## src/rtl/irq_vc_pkg.sv

```systemverilog
package irq_vc_pkg;
  localparam int PC_W     = 12;
  localparam int FLAG_W   = 4;
  localparam int ADC_BIT  = 3;
  localparam int TMR_BIT  = 2;
  localparam int PORT_BIT = 0;
  localparam logic [FLAG_W-1:0] FLAG_MASK = 4'b1101;

  typedef struct packed {
    logic            cy;
    logic [PC_W-1:0] pc;
  } stk_word_t;

  // Fixed priority: ADC, then timer, then port.
  function automatic logic [PC_W-1:0] vector_of(input logic [FLAG_W-1:0] pend);
    if (pend[ADC_BIT])       return PC_W'(12'h001);
    else if (pend[TMR_BIT])  return PC_W'(12'h002);
    else if (pend[PORT_BIT]) return PC_W'(12'h004);
    else                     return '0;
  endfunction
endpackage

```

## src/rtl/irq_edge_det.sv

```systemverilog
module irq_edge_det #(
  parameter int SYNC_STAGES = 2
) (
  input  logic clk,
  input  logic rst_n,
  input  logic pin,
  input  logic allow,
  output logic fall
);
  logic [SYNC_STAGES-1:0] sync_q;
  logic                   last_q;
  logic                   cur;

  assign cur = sync_q[SYNC_STAGES-1];

  always_ff @(posedge clk) begin
    if (!rst_n) begin
      sync_q <= '1;
      last_q <= 1'b1;
    end else begin
      sync_q <= {sync_q[SYNC_STAGES-2:0], pin};
      last_q <= cur;
    end
  end

  assign fall = allow & last_q & ~cur;
endmodule

```

## src/rtl/irq_flags.sv

```systemverilog
module irq_flags
  import irq_vc_pkg::*;
(
  input  logic              clk,
  input  logic              rst_n,
  input  logic              wr_en,
  input  logic              wr_sel,
  input  logic [FLAG_W-1:0] wr_data,
  input  logic [FLAG_W-1:0] hw_set,
  input  logic              clr_all_en,
  output logic [FLAG_W-1:0] ien_q,
  output logic [FLAG_W-1:0] irq_q,
  output logic [FLAG_W-1:0] pend_next
);
  logic [FLAG_W-1:0] ien_d, irq_d;

  always_comb begin
    ien_d = ien_q;
    irq_d = irq_q;
    if (wr_en && !wr_sel) ien_d = wr_data & FLAG_MASK;
    if (wr_en &&  wr_sel) irq_d = wr_data & FLAG_MASK;
    irq_d = irq_d | (hw_set & FLAG_MASK);
  end

  // Pending view including this cycle's writes and sets.
  assign pend_next = ien_d & irq_d;

  always_ff @(posedge clk) begin
    if (!rst_n) begin
      ien_q <= '0;
      irq_q <= '0;
    end else begin
      ien_q <= clr_all_en ? '0 : ien_d;
      irq_q <= irq_d;
    end
  end
endmodule

```

## src/rtl/irq_entry_seq.sv

```systemverilog
module irq_entry_seq #(
  parameter int DELAY_SLOTS = 2
) (
  input  logic clk,
  input  logic rst_n,
  input  logic slot_done,
  input  logic pending,
  output logic take
);
  localparam int CNT_W = $clog2(DELAY_SLOTS + 1);
  localparam logic [CNT_W-1:0] LAST = CNT_W'(DELAY_SLOTS);

  logic [CNT_W-1:0] cnt_q;

  assign take = slot_done & pending & (cnt_q == LAST);

  always_ff @(posedge clk) begin
    if (!rst_n) begin
      cnt_q <= '0;
    end else if (slot_done) begin
      if (!pending || cnt_q == LAST) cnt_q <= '0;
      else                           cnt_q <= cnt_q + 1'b1;
    end
  end
endmodule

```

## src/rtl/irq_ret_stack.sv

```systemverilog
module irq_ret_stack
  import irq_vc_pkg::*;
#(
  parameter int DEPTH = 4
) (
  input  logic      clk,
  input  logic      rst_n,
  input  logic      push,
  input  logic      pop,
  input  stk_word_t din,
  output stk_word_t top
);
  // Shift-register stack: entry 0 is the top, entry DEPTH-1 drops on overflow.
  for (genvar i = 0; i < DEPTH; i++) begin : g_lvl
    stk_word_t q;
    stk_word_t from_above, from_below;
    if (i == 0) begin : g_first
      assign from_above = din;
    end else begin : g_mid
      assign from_above = g_lvl[i-1].q;
    end
    if (i == DEPTH-1) begin : g_last
      assign from_below = '0;
    end else begin : g_notlast
      assign from_below = g_lvl[i+1].q;
    end
    always_ff @(posedge clk) begin
      if (!rst_n)    q <= '0;
      else if (push) q <= from_above;
      else if (pop)  q <= from_below;
    end
  end

  assign top = g_lvl[0].q;
endmodule

```

## src/rtl/irq_vector_ctrl.sv

```systemverilog
module irq_vector_ctrl
  import irq_vc_pkg::*;
#(
  parameter int STACK_DEPTH = 4,
  parameter int ENTRY_DELAY = 2,
  parameter int SYNC_STAGES = 2
) (
  input  logic              clk,
  input  logic              rst_n,
  input  logic              slot_done,
  input  logic              cpu_carry,
  input  logic [PC_W-1:0]   cpu_pc,
  input  logic              call_push,
  input  logic              ret_int,
  input  logic              ret_tbl,
  input  logic              wr_en,
  input  logic              wr_sel,
  input  logic [FLAG_W-1:0] wr_data,
  input  logic              adc_done,
  input  logic              tmr_ovf,
  input  logic              pin_level,
  input  logic              pin_dig_in,
  input  logic              stop_mode,
  output logic [FLAG_W-1:0] ien_q,
  output logic [FLAG_W-1:0] irq_q,
  output logic              take,
  output logic [PC_W-1:0]   vec_addr,
  output logic [PC_W-1:0]   ret_pc,
  output logic              ret_carry,
  output logic              carry_restore,
  output logic              wake
);
  logic              port_fall;
  logic [FLAG_W-1:0] hw_set, pend_next, pend_now;
  stk_word_t         push_word, top_word;
  logic              stk_push, stk_pop;

  irq_edge_det #(.SYNC_STAGES(SYNC_STAGES)) u_edge (
    .clk(clk), .rst_n(rst_n), .pin(pin_level), .allow(pin_dig_in), .fall(port_fall)
  );

  always_comb begin
    hw_set           = '0;
    hw_set[ADC_BIT]  = adc_done;
    hw_set[TMR_BIT]  = tmr_ovf;
    hw_set[PORT_BIT] = port_fall;
  end

  irq_flags u_flags (
    .clk(clk), .rst_n(rst_n), .wr_en(wr_en), .wr_sel(wr_sel), .wr_data(wr_data),
    .hw_set(hw_set), .clr_all_en(take), .ien_q(ien_q), .irq_q(irq_q),
    .pend_next(pend_next)
  );

  irq_entry_seq #(.DELAY_SLOTS(ENTRY_DELAY)) u_seq (
    .clk(clk), .rst_n(rst_n), .slot_done(slot_done), .pending(|pend_next), .take(take)
  );

  assign vec_addr = take ? vector_of(pend_next) : '0;

  assign push_word = '{cy: cpu_carry, pc: cpu_pc};
  assign stk_push  = take | call_push;
  assign stk_pop   = ~take & (ret_int | ret_tbl);

  irq_ret_stack #(.DEPTH(STACK_DEPTH)) u_stack (
    .clk(clk), .rst_n(rst_n), .push(stk_push), .pop(stk_pop), .din(push_word), .top(top_word)
  );

  assign ret_pc        = top_word.pc;
  assign ret_carry     = top_word.cy;
  assign carry_restore = ~take & ret_int;

  assign pend_now = irq_q & ien_q;
  assign wake     = stop_mode ? pend_now[PORT_BIT] : |pend_now;
endmodule

```

## config.mk

```make
export PLATFORM = sky130hd
export DESIGN_NAME = irq_vector_ctrl
export DESIGN_NICKNAME = d
export VERILOG_FILES = /design/src/rtl/irq_vc_pkg.sv /design/src/rtl/irq_edge_det.sv /design/src/rtl/irq_flags.sv /design/src/rtl/irq_entry_seq.sv /design/src/rtl/irq_ret_stack.sv /design/src/rtl/irq_vector_ctrl.sv
export SDC_FILE = /design/constraint.sdc
export NUM_CORES = 1
export LEC_CHECK = 0
export CAP_MARGIN = 20
export CELL_PAD_IN_SITES_DETAIL_PLACEMENT = 0
export CELL_PAD_IN_SITES_GLOBAL_PLACEMENT = 2
export CORE_MARGIN = 2
export CORE_UTILIZATION = 32
export CTS_CLUSTER_SIZE = 8
export DETAILED_ROUTE_END_ITERATION = 6
export PLACE_DENSITY_LB_ADDON = 0.08
export RECOVER_POWER = 50
export SLEW_MARGIN = 20
export SYNTH_ARGS = -nofsm -noshare
export SYNTH_HDL_FRONTEND = slang
export SYNTH_SLANG_ARGS = --single-unit
```

## constraint.sdc

```tcl
create_clock -name clk -period 3 [get_ports clk]
set_input_delay 0.6 -clock clk [delete_from_list [all_inputs] [get_ports clk]]
set_output_delay 0.6 -clock clk [all_outputs]
set_load 0.005 [all_outputs]
```

---- Word-level counts from Yosys, hierarchy flattened ----
Cells that the tools add are included.
Widths: inputs -> output; s select.
cells by class
  add/subtract/negate cells ............... 1
  multipliers ............................. 0
  div/mod/pow operators ................... 0
  magnitude comparators ................... 0
  equal/unequal tests ..................... 1
  shift-type cells ........................ 0
  mux-type cells .......................... 16
  bitwise operators ....................... 14
  reductions and logical operators ........ 9
operators by type and width
  cell                 number
  $mux 13              8
  $mux 12              1
  $mux 3               3
  $and 4x4->4          2
  $mux 4               2
  $reduce_or 4->1      2
  $and 1x1->1          6
  $or 4x4->4           1
  $not 1->1            3
  $add 2x1->2 const B  1
  $eq 2x2->1 const B   1
  $logic_and 1x1->1    2
  $logic_not 1->1      2
  $mux 2               1
  $or 1x1->1           2
  $reduce_bool 2->1    1
  $reduce_or 2->1      1
  $logic_or 1x1->1     1
  $mux 1               1
storage, ports and cells
  bits in registers ....................... 65
  bits in latches ......................... 0
  memory bits (writable) .................. 0
  bits in read-only memories .............. 0
  input port bits ......................... 30
  output and inout bits ................... 36
  logic and storage cells ................. 54
  memories ................................ 0

---- Depth between registers and ports, before layout ----
Gate-level depths: netlist of the first run.
  depth after elaboration ................. 11
  gate-level depth with buffers ........... 10
  gate-level depth less buffers ........... 6

---- Hierarchy ----
A second synthesis of the first run with hierarchy kept.
second synthesis, totals
  cell total of the unflattened synthesis .. 312
  area, all modules ....................... 3,385.7 um^2
modules (own cells, without submodules)
  module           instances  cells an instance  area an instance (um^2)  seq. area each (um^2)
  irq_ret_stack    1          231                2,653.8                  1,041.0
  irq_flags        1          40                 384.1                    160.2
  irq_vector_ctrl  1          23                 141.4                    0.0
  irq_entry_seq    1          11                 118.9                    40.0
  irq_edge_det     1          7                  87.6                     60.1

---- Least setup slack after synthesis of the first run ----
No wires, ideal clock.
  path type ............................... input port to output port
  start point ............................. input port wr_sel
  end point ............................... output port take
  arrival time ............................ 1.919 ns
  data required time ...................... 2.400 ns
  slack ................................... 0.481 ns
  stages on the path ...................... 7
  buffers on the path ..................... 3
  cell sequence ........................... buf_6 nand2b_2 mux2i_1 nor2_1 o41a_1 buf_6 clkbuf_1
on the way
  word-level cells in the longest chain between the ends .. 7
  elaborated cells on any way between the ends .. 10
  those cells by class .................... 2 x mux; 4 x bitwise; 4 x reduce/logical
ends and longest elaborated chain
  element                                               line                              source
  start: declaration                                    irq_vector_ctrl.sv:17             input logic wr_sel,
  $logic_and 1x1->1 or $logic_not 1->1 (tied branches)  irq_flags.sv:21, irq_flags.sv:20
  $mux 4 or $logic_and 1x1->1 (tied branches)           irq_flags.sv:21, irq_flags.sv:20
  $or 4x4->4 or $mux 4 (tied branches)                  irq_flags.sv:22, irq_flags.sv:20
  $and 4x4->4 (*)                                       irq_flags.sv:26                   assign pend_next = ien_d & irq_d;
  $reduce_or 4->1 (*)                                   irq_vector_ctrl.sv:56             .clk(clk), .rst_n(rst_n), .slot_done(slot_done), .pending(|pend_next), .take(take)
  $and 1x1->1 (*) (2 in a row)                          irq_entry_seq.sv:15               assign take = slot_done & pending & (cnt_q == LAST);
  end: declaration                                      irq_vector_ctrl.sv:26             output logic take,
Every way passes the cells marked *; elsewhere a longest branch is shown, timed or not.

---- Final worst setup path of the first run ----
  start point ............................. input port adc_done
  end point ............................... output port vec_addr[0]
on the way
  word-level cells in the longest chain between the ends .. 6
  elaborated cells on any way between the ends .. 7
  those cells by class .................... 2 x mux; 4 x bitwise; 1 x reduce/logical
ends and longest elaborated chain
  element                   line                   source
  start: declaration        irq_vector_ctrl.sv:19  input logic adc_done,
  $or 4x4->4 (*)            irq_flags.sv:22        irq_d = irq_d | (hw_set & FLAG_MASK);
  $and 4x4->4 (*)           irq_flags.sv:26
  $reduce_or 4->1           irq_vector_ctrl.sv:56
  $and 1x1->1 (2 in a row)  irq_entry_seq.sv:15
  $mux 12 (*)               irq_vector_ctrl.sv:59  assign vec_addr = take ? vector_of(pend_next) : '0;
  end: declaration          irq_vector_ctrl.sv:27  output logic [PC_W-1:0] vec_addr,
Marked as above.

==> results of run 1 <==
-- sequential cells by signal (all words and copies together) (netlist names) --
name,count
u_stack.g_lvl.from_below,39
u_stack.top,13
u_flags.ien_q,4
u_flags.irq_q,4
u_edge.sync_q,2
u_seq.cnt_q,2
u_edge.last_q,1
-- power by group --
part / total, µW / switching [µW] / internal (µW) / leakage, µW
Combinational: 300 / 129 / 171 / 0.00121
Clock: 645 / 330 / 316 / 0.0000822
Sequential: 945 / 34.0 / 911 / 0.000535
Total: 1890 / 492 / 1400 / 0.00183
-- synth_stat cells --
cell type | count | area share, %
nor3b_1 | 1 | 0.24
dfxtp_1 | 65 | 42
clkbuf_1 | 23 | 2.8
o221a_1 | 5 | 1.8
a21oi_1 | 2 | 0.33
inv_1 | 3 | 0.37
o221a_2 | 34 | 12
a211oi_2 | 1 | 0.41
and2_1 | 2 | 0.41
conb_1 | 1 | 0.12
buf_4 | 10 | 2.4
nor2_1 | 7 | 0.86
nor4_1 | 1 | 0.20
a211o_1 | 39 | 11
mux2i_1 | 3 | 0.98
a222oi_1 | 1 | 0.33
o41a_1 | 1 | 0.37
nor3_1 | 2 | 0.33
a22o_1 | 13 | 3.7
a211oi_1 | 4 | 0.98
and4bb_2 | 1 | 0.41
o21a_1 | 5 | 1.2
nand2_2 | 1 | 0.20
nand2_1 | 3 | 0.37
nor2_2 | 1 | 0.20
nor2b_1 | 42 | 8.6
and3b_1 | 1 | 0.29
and3_1 | 3 | 0.61
ha_1 | 1 | 0.41
nor4b_1 | 3 | 0.86
nand2b_2 | 1 | 0.29
nand2b_1 | 3 | 0.61
o21ai_0 | 2 | 0.33
mux2_2 | 2 | 0.73
buf_2 | 2 | 0.33
buf_6 | 5 | 1.8
-- layer usage --
metal  share of wire (%)  vias up  routed length (µm)
met2                  43       59                3450
met1                  52     1237                4130
met4                0.94        0                  75
met3                 3.7        8                 294
li1                    -     1230                   -
met5                   0        -                   0
-- metrics by stage --
stage / cells / setup WS [ns]
3_5_place_dp: 469 / -0.396
2_1_floorplan: 302 / 0.481
5_1_grt: 488 / 0.00404
4_1_cts: 487 / -0.0156
6_report: 488 / 0.0517
3_3_place_gp: 469 / -0.406
-- worst max-delay path by stage --
stage | start | slack, ns | depth (start not counted) | endpoint
after global routing | adc_done | 0.004 | 6 | vec_addr[0]
after floorplan | wr_sel | 0.48 | 7 | take
after CTS | wr_data[0] | -0.02 | 8 | vec_addr[2]
after detailed placement | wr_sel | -0.40 | 7 | carry_restore
final | adc_done | 0.05 | 6 | vec_addr[0]
after global placement | wr_sel | -0.41 | 7 | carry_restore
-- layout make-up --
class | count | area, µm²
timing repair buffer | 82 | 790
fill | 936 | 5250
tap | 129 | 161
sequential | 65 | 1300
multi-input combinational | 194 | 1610
clock buffer | 12 | 145
inverter | 3 | 11.3
clock inverter | 3 | 17.5
-- repair_timing --
item,4_1_cts,5_1_grt
buffers inserted,3,1
pin swaps,4,5
endpoints found under the setup margin,5,5
endpoints found under the hold margin,0,0
gates resized for setup,10,11
-- kinds of logic (layout without fill, tap and decap cells) --
group,Yosys count,in the layout,share of synthesized area (%)
flops,65,65,42.4
mux,5,5,1.71
other cells,1,9,0.122
fa+ha+maj,1,1,0.408
buf+inv,43,100,7.79
simple gates,72,72,14.4
compound gates,107,107,33.1
==> out/results.tsv, run 1 <==
metric	value	unit
hold_buffers	0	
clkSlewWorstSetupHoldPaths	0.07	ns
grt_pass1_vias	2447	
grt_antenna_before_repair	0	
rsz0062_at_grt	no	
vias_per_cell	5.19	
gp_congestion	0.755	
cp-start-kind	input port	
layout.nets	386	
initial_core_util	33.0	%
grtUsageMet3	4.51	%
dieWidth	102	µm
crit_buf_inv	3	
post_synth_num_cell_types	36	
die_area	10400	µm²
worst_slew_pin_slew	1.08	ns
critPathMaxStageDelay	0.56	ns
hold_path_depth	1	
crit_path_top_delay_cell	clkdlybuf4s50_1	
r2r_slack	0.56	ns
initialDrtViolationCount	139	
h-tree-depth	3	
drt-total-wl	7940	µm
hp-start	u_edge.sync_q[0]	
timing.fmax	339	MHz
layout_commonest_cell	dfxtp_1	
cts_buffer_depth	2	
clock_skew	0.0130	ns
maxCapViolations	0	
utilization	43.5	%
grt_remaining_overflow	0	
gr-usage-met1	22.3	%
ant_nets	0	
power.density	468	nW/µm²
grt_pass1_wl	12700	µm
clock_latency	0.34	ns
grt_max_degree	80	
power_leakage	0.00183	µW
crit_family	buffers and inverters	
postSynthCellCount	294	
finalHoldViolations	0	
min_to	u_edge.sync_q[1]	
arrival	2.35	ns
netlist_area	3070	µm²
boundaryPins	66	
syn_to_final_growth	31.6	%
top_usage_layer	met2	
root_buffer	clkbuf_8	
drive_gt1_share	25.6	%
crit_path_end_kind	output port	
cts.sinks	65	
track_usage	15.7	%
setup_tns	0	ns
hpwl	4710	µm
postPlaceCellArea	3810	µm²
synth-seq-cells	65	
final_area	4040	µm²
wire_per_inst	16.3	µm
numCtsBuffers	9	
fp.dieH	102	µm
slew_headroom	27.8	%
coreArea	9280	µm²
drv_slew	0	
yosysSeqAreaShare	42.4	%
finalCriticalPeriod	2.95	ns
criticalPathCategory	input port to output port	
finalCritPeriodShare	98.3	%
ir_drop	0.255	mV
vias	2534	
path_max_fanout	4	
cp.required	2.40	ns
ys_warn_count	0	
reg2reg_from	u_edge.sync_q[1]	
use_met2	23.6	%
layout_common_cells	65 x dfxtp_1, 42 x nor2b_1, 39 x a211o_1	
port_buffers	55	
hold_class	register to register	
total_power	1890	µW
std_cell_rows	35	
path_cells	clkdlybuf4s50_1 > a211oi_2 > nor3_2 > buf_4 > and2_1 > clkdlybuf4s50_1	
cts_tree	done	
postSynthAreaPerCell	10.4	µm²
antenna_cells	0	
outcome	complete, no violations	
hold_ws	0.415	ns
setup_violations	0	
r2r_cells	9	
crit_path_frequent_cell	clkdlybuf4s50_1	
drt_first_pass_iters	4	
r2r_end	u_stack.g_lvl[0].from_below[4]	
post-route-drc-count	0	
Power figures use the tool's default switching activity.
==> run 2, diff against run 1 <==
- CORE_MARGIN: 2 -> 1.5
==> run 2 against run 1 <==
Compared with the run above: clock-buffer cell count did not move; non-clock buffer count rose by 5; routed wire length fell by 3.4%; clock power rose by 9.5%; via count rose by 0.32%; global-route usage rose by 0.82 points; critical path type unchanged; largest power group unchanged.
==> out/results.tsv, run 2 (synthesized netlist as in run 1, its figures left out) <==
metric	value	unit
coreArea	9280	µm²
finalCritPeriodShare	97.5	%
numCtsBuffers	9	
layout_commonest_cell	dfxtp_1	
cp-start-kind	input port	
post-route-drc-count	0	
gp_congestion	0.804	
setup_violations	0	
track_usage	16.5	%
postPlaceCellArea	3840	µm²
criticalPathCategory	input port to output port	
timing.fmax	342	MHz
hold_path_depth	1	
clock_latency	0.34	ns
grt_pass1_vias	2544	
cts_buffer_depth	2	
initialDrtViolationCount	130	
dieWidth	101	µm
path_max_fanout	4	
cts.sinks	65	
wire_per_inst	15.5	µm
utilization	43.9	%
clkSlewWorstSetupHoldPaths	0.07	ns
dp_slack	-0.436	ns
fill_cells	925	
drt-total-wl	7670	µm
p_seq_share	48.4	%
hp-start	u_edge.sync_q[0]	
swShare	25.0	%
finalCriticalPeriod	2.92	ns
crit_family	buffers and inverters	
vias	2542	
crit_buf_inv	3	
hold_buffers	0	
fp.dieH	101	µm
drt_first_pass_iters	4	
multi_input_area	1610	µm²
clock_skew	0.0103	ns
outcome	complete, no violations	
drive_gt1_share	25.8	%
drv_slew	0	
setup_slack	0.0754	ns
r2r_cells	9	
grt_antenna_before_repair	1	
grt_max_degree	80	
finalHoldViolations	0	
grt_pass1_wl	13100	µm
boundaryPins	66	
final_area	4070	µm²
clock_power_share	36.2	%
layout_common_cells	65 x dfxtp_1, 42 x nor2b_1, 39 x a211o_1	
syn_to_final_growth	32.8	%
crit_path_end_kind	output port	
combPwrFrac	15.4	%
port_buffers	55	
critPathMaxStageDelay	0.51	ns
h-tree-depth	3	
area.sequential	1300	µm²
grt_remaining_overflow	0	
p_int	1460	µW
worst_slew_pin_slew	1.38	ns
maxCapViolations	0	
largest_reg_flops	39	
r2r_end	u_stack.g_lvl[0].from_below[8]	
hold_class	register to register	
ant_nets	0	
cp.required	2.40	ns
root_buffer	clkbuf_8	
layout.nets	391	
reg2reg_from	u_edge.sync_q[1]	
ir_drop	0.209	mV
cp_num_cells	6	
startpoint	adc_done	
rsz0062_at_grt	no	
r2r_slack	0.63	ns
min_to	u_edge.sync_q[1]	
power.density	479	nW/µm²
slew_headroom	8.12	%
crit_path_top_delay_cell	clkdlybuf4s50_1	
cts_tree	done	
power.switching	488	µW
std_cell_rows	35	
path_cells	clkdlybuf4s50_1 > a211oi_1 > nor3_2 > buf_4 > nor3b_2 > clkdlybuf4s50_1	
crit_path_frequent_cell	clkdlybuf4s50_1	
vias_per_cell	5.15	
die_area	10200	µm²
arrival	2.32	ns
power_leakage	0.00183	µW
hpwl	4600	µm
initial_core_util	33.0	%
run 2: per-layer routing:
layer  track usage (%)  vias to the layer above  part of all wire (%)
met5                 0                        -                     0
met4              4.81                        0                  0.74
met3              5.34                        4                   5.0
met2              25.6                       55                    44
met1              22.0                     1237                    50
li1                  -                     1246                     -
run 2: power groups by stage:
stage          combinational, µW  sequential (µW)  clock (µW)
5_1_grt                      333              953         775
2_1_floorplan                179              958           0
3_5_place_dp                 305              964           0
4_1_cts                      311              945         735
3_3_place_gp                 304              964           0
6_report                     301              945         706
run 2: how the worst max path moves through the flow:
| stage | end |
|---|---|
| floorplan | take |
| global placement | carry_restore |
| detailed placement | carry_restore |
| CTS | carry_restore |
| global route | vec_addr[1] |
| finish | vec_addr[1] |
run 2: area by class of cell:
cell class / instances / share of cell area [%]
Inverter: 3 / 0.276
Multi-Input combinational cell: 194 / 39.4
Sequential cell: 65 / 31.9
Clock buffer: 12 / 3.32
Tap cell: 129 / 3.96
Timing Repair Buffer: 87 / 20.0
Antenna cell: 1 / 0.0614
Clock inverter: 3 / 1.04
run 2: timing repair:
| action | 4_1_cts | 5_1_grt |
|---|---|---|
| setup endpoints to repair | 5 | 4 |
| endpoints found under the hold margin | 0 | 0 |
| setup buffers | 3 | 2 |
| resized for setup | 12 | 12 |
| pin swaps | 4 | 4 |
run 2: through the flow:
stage | power [µW] | hold WS, ns | setup TNS, ns | cells
2_1_floorplan | 1140 | 0.386 | 0 | 302
3_3_place_gp | 1270 | 0.400 | -8.58 | 473
3_5_place_dp | 1270 | 0.394 | -10.10 | 473
4_1_cts | 1990 | 0.412 | -0.0168 | 491
5_1_grt | 2060 | 0.446 | 0 | 493
6_report | 1950 | 0.410 | 0 | 494
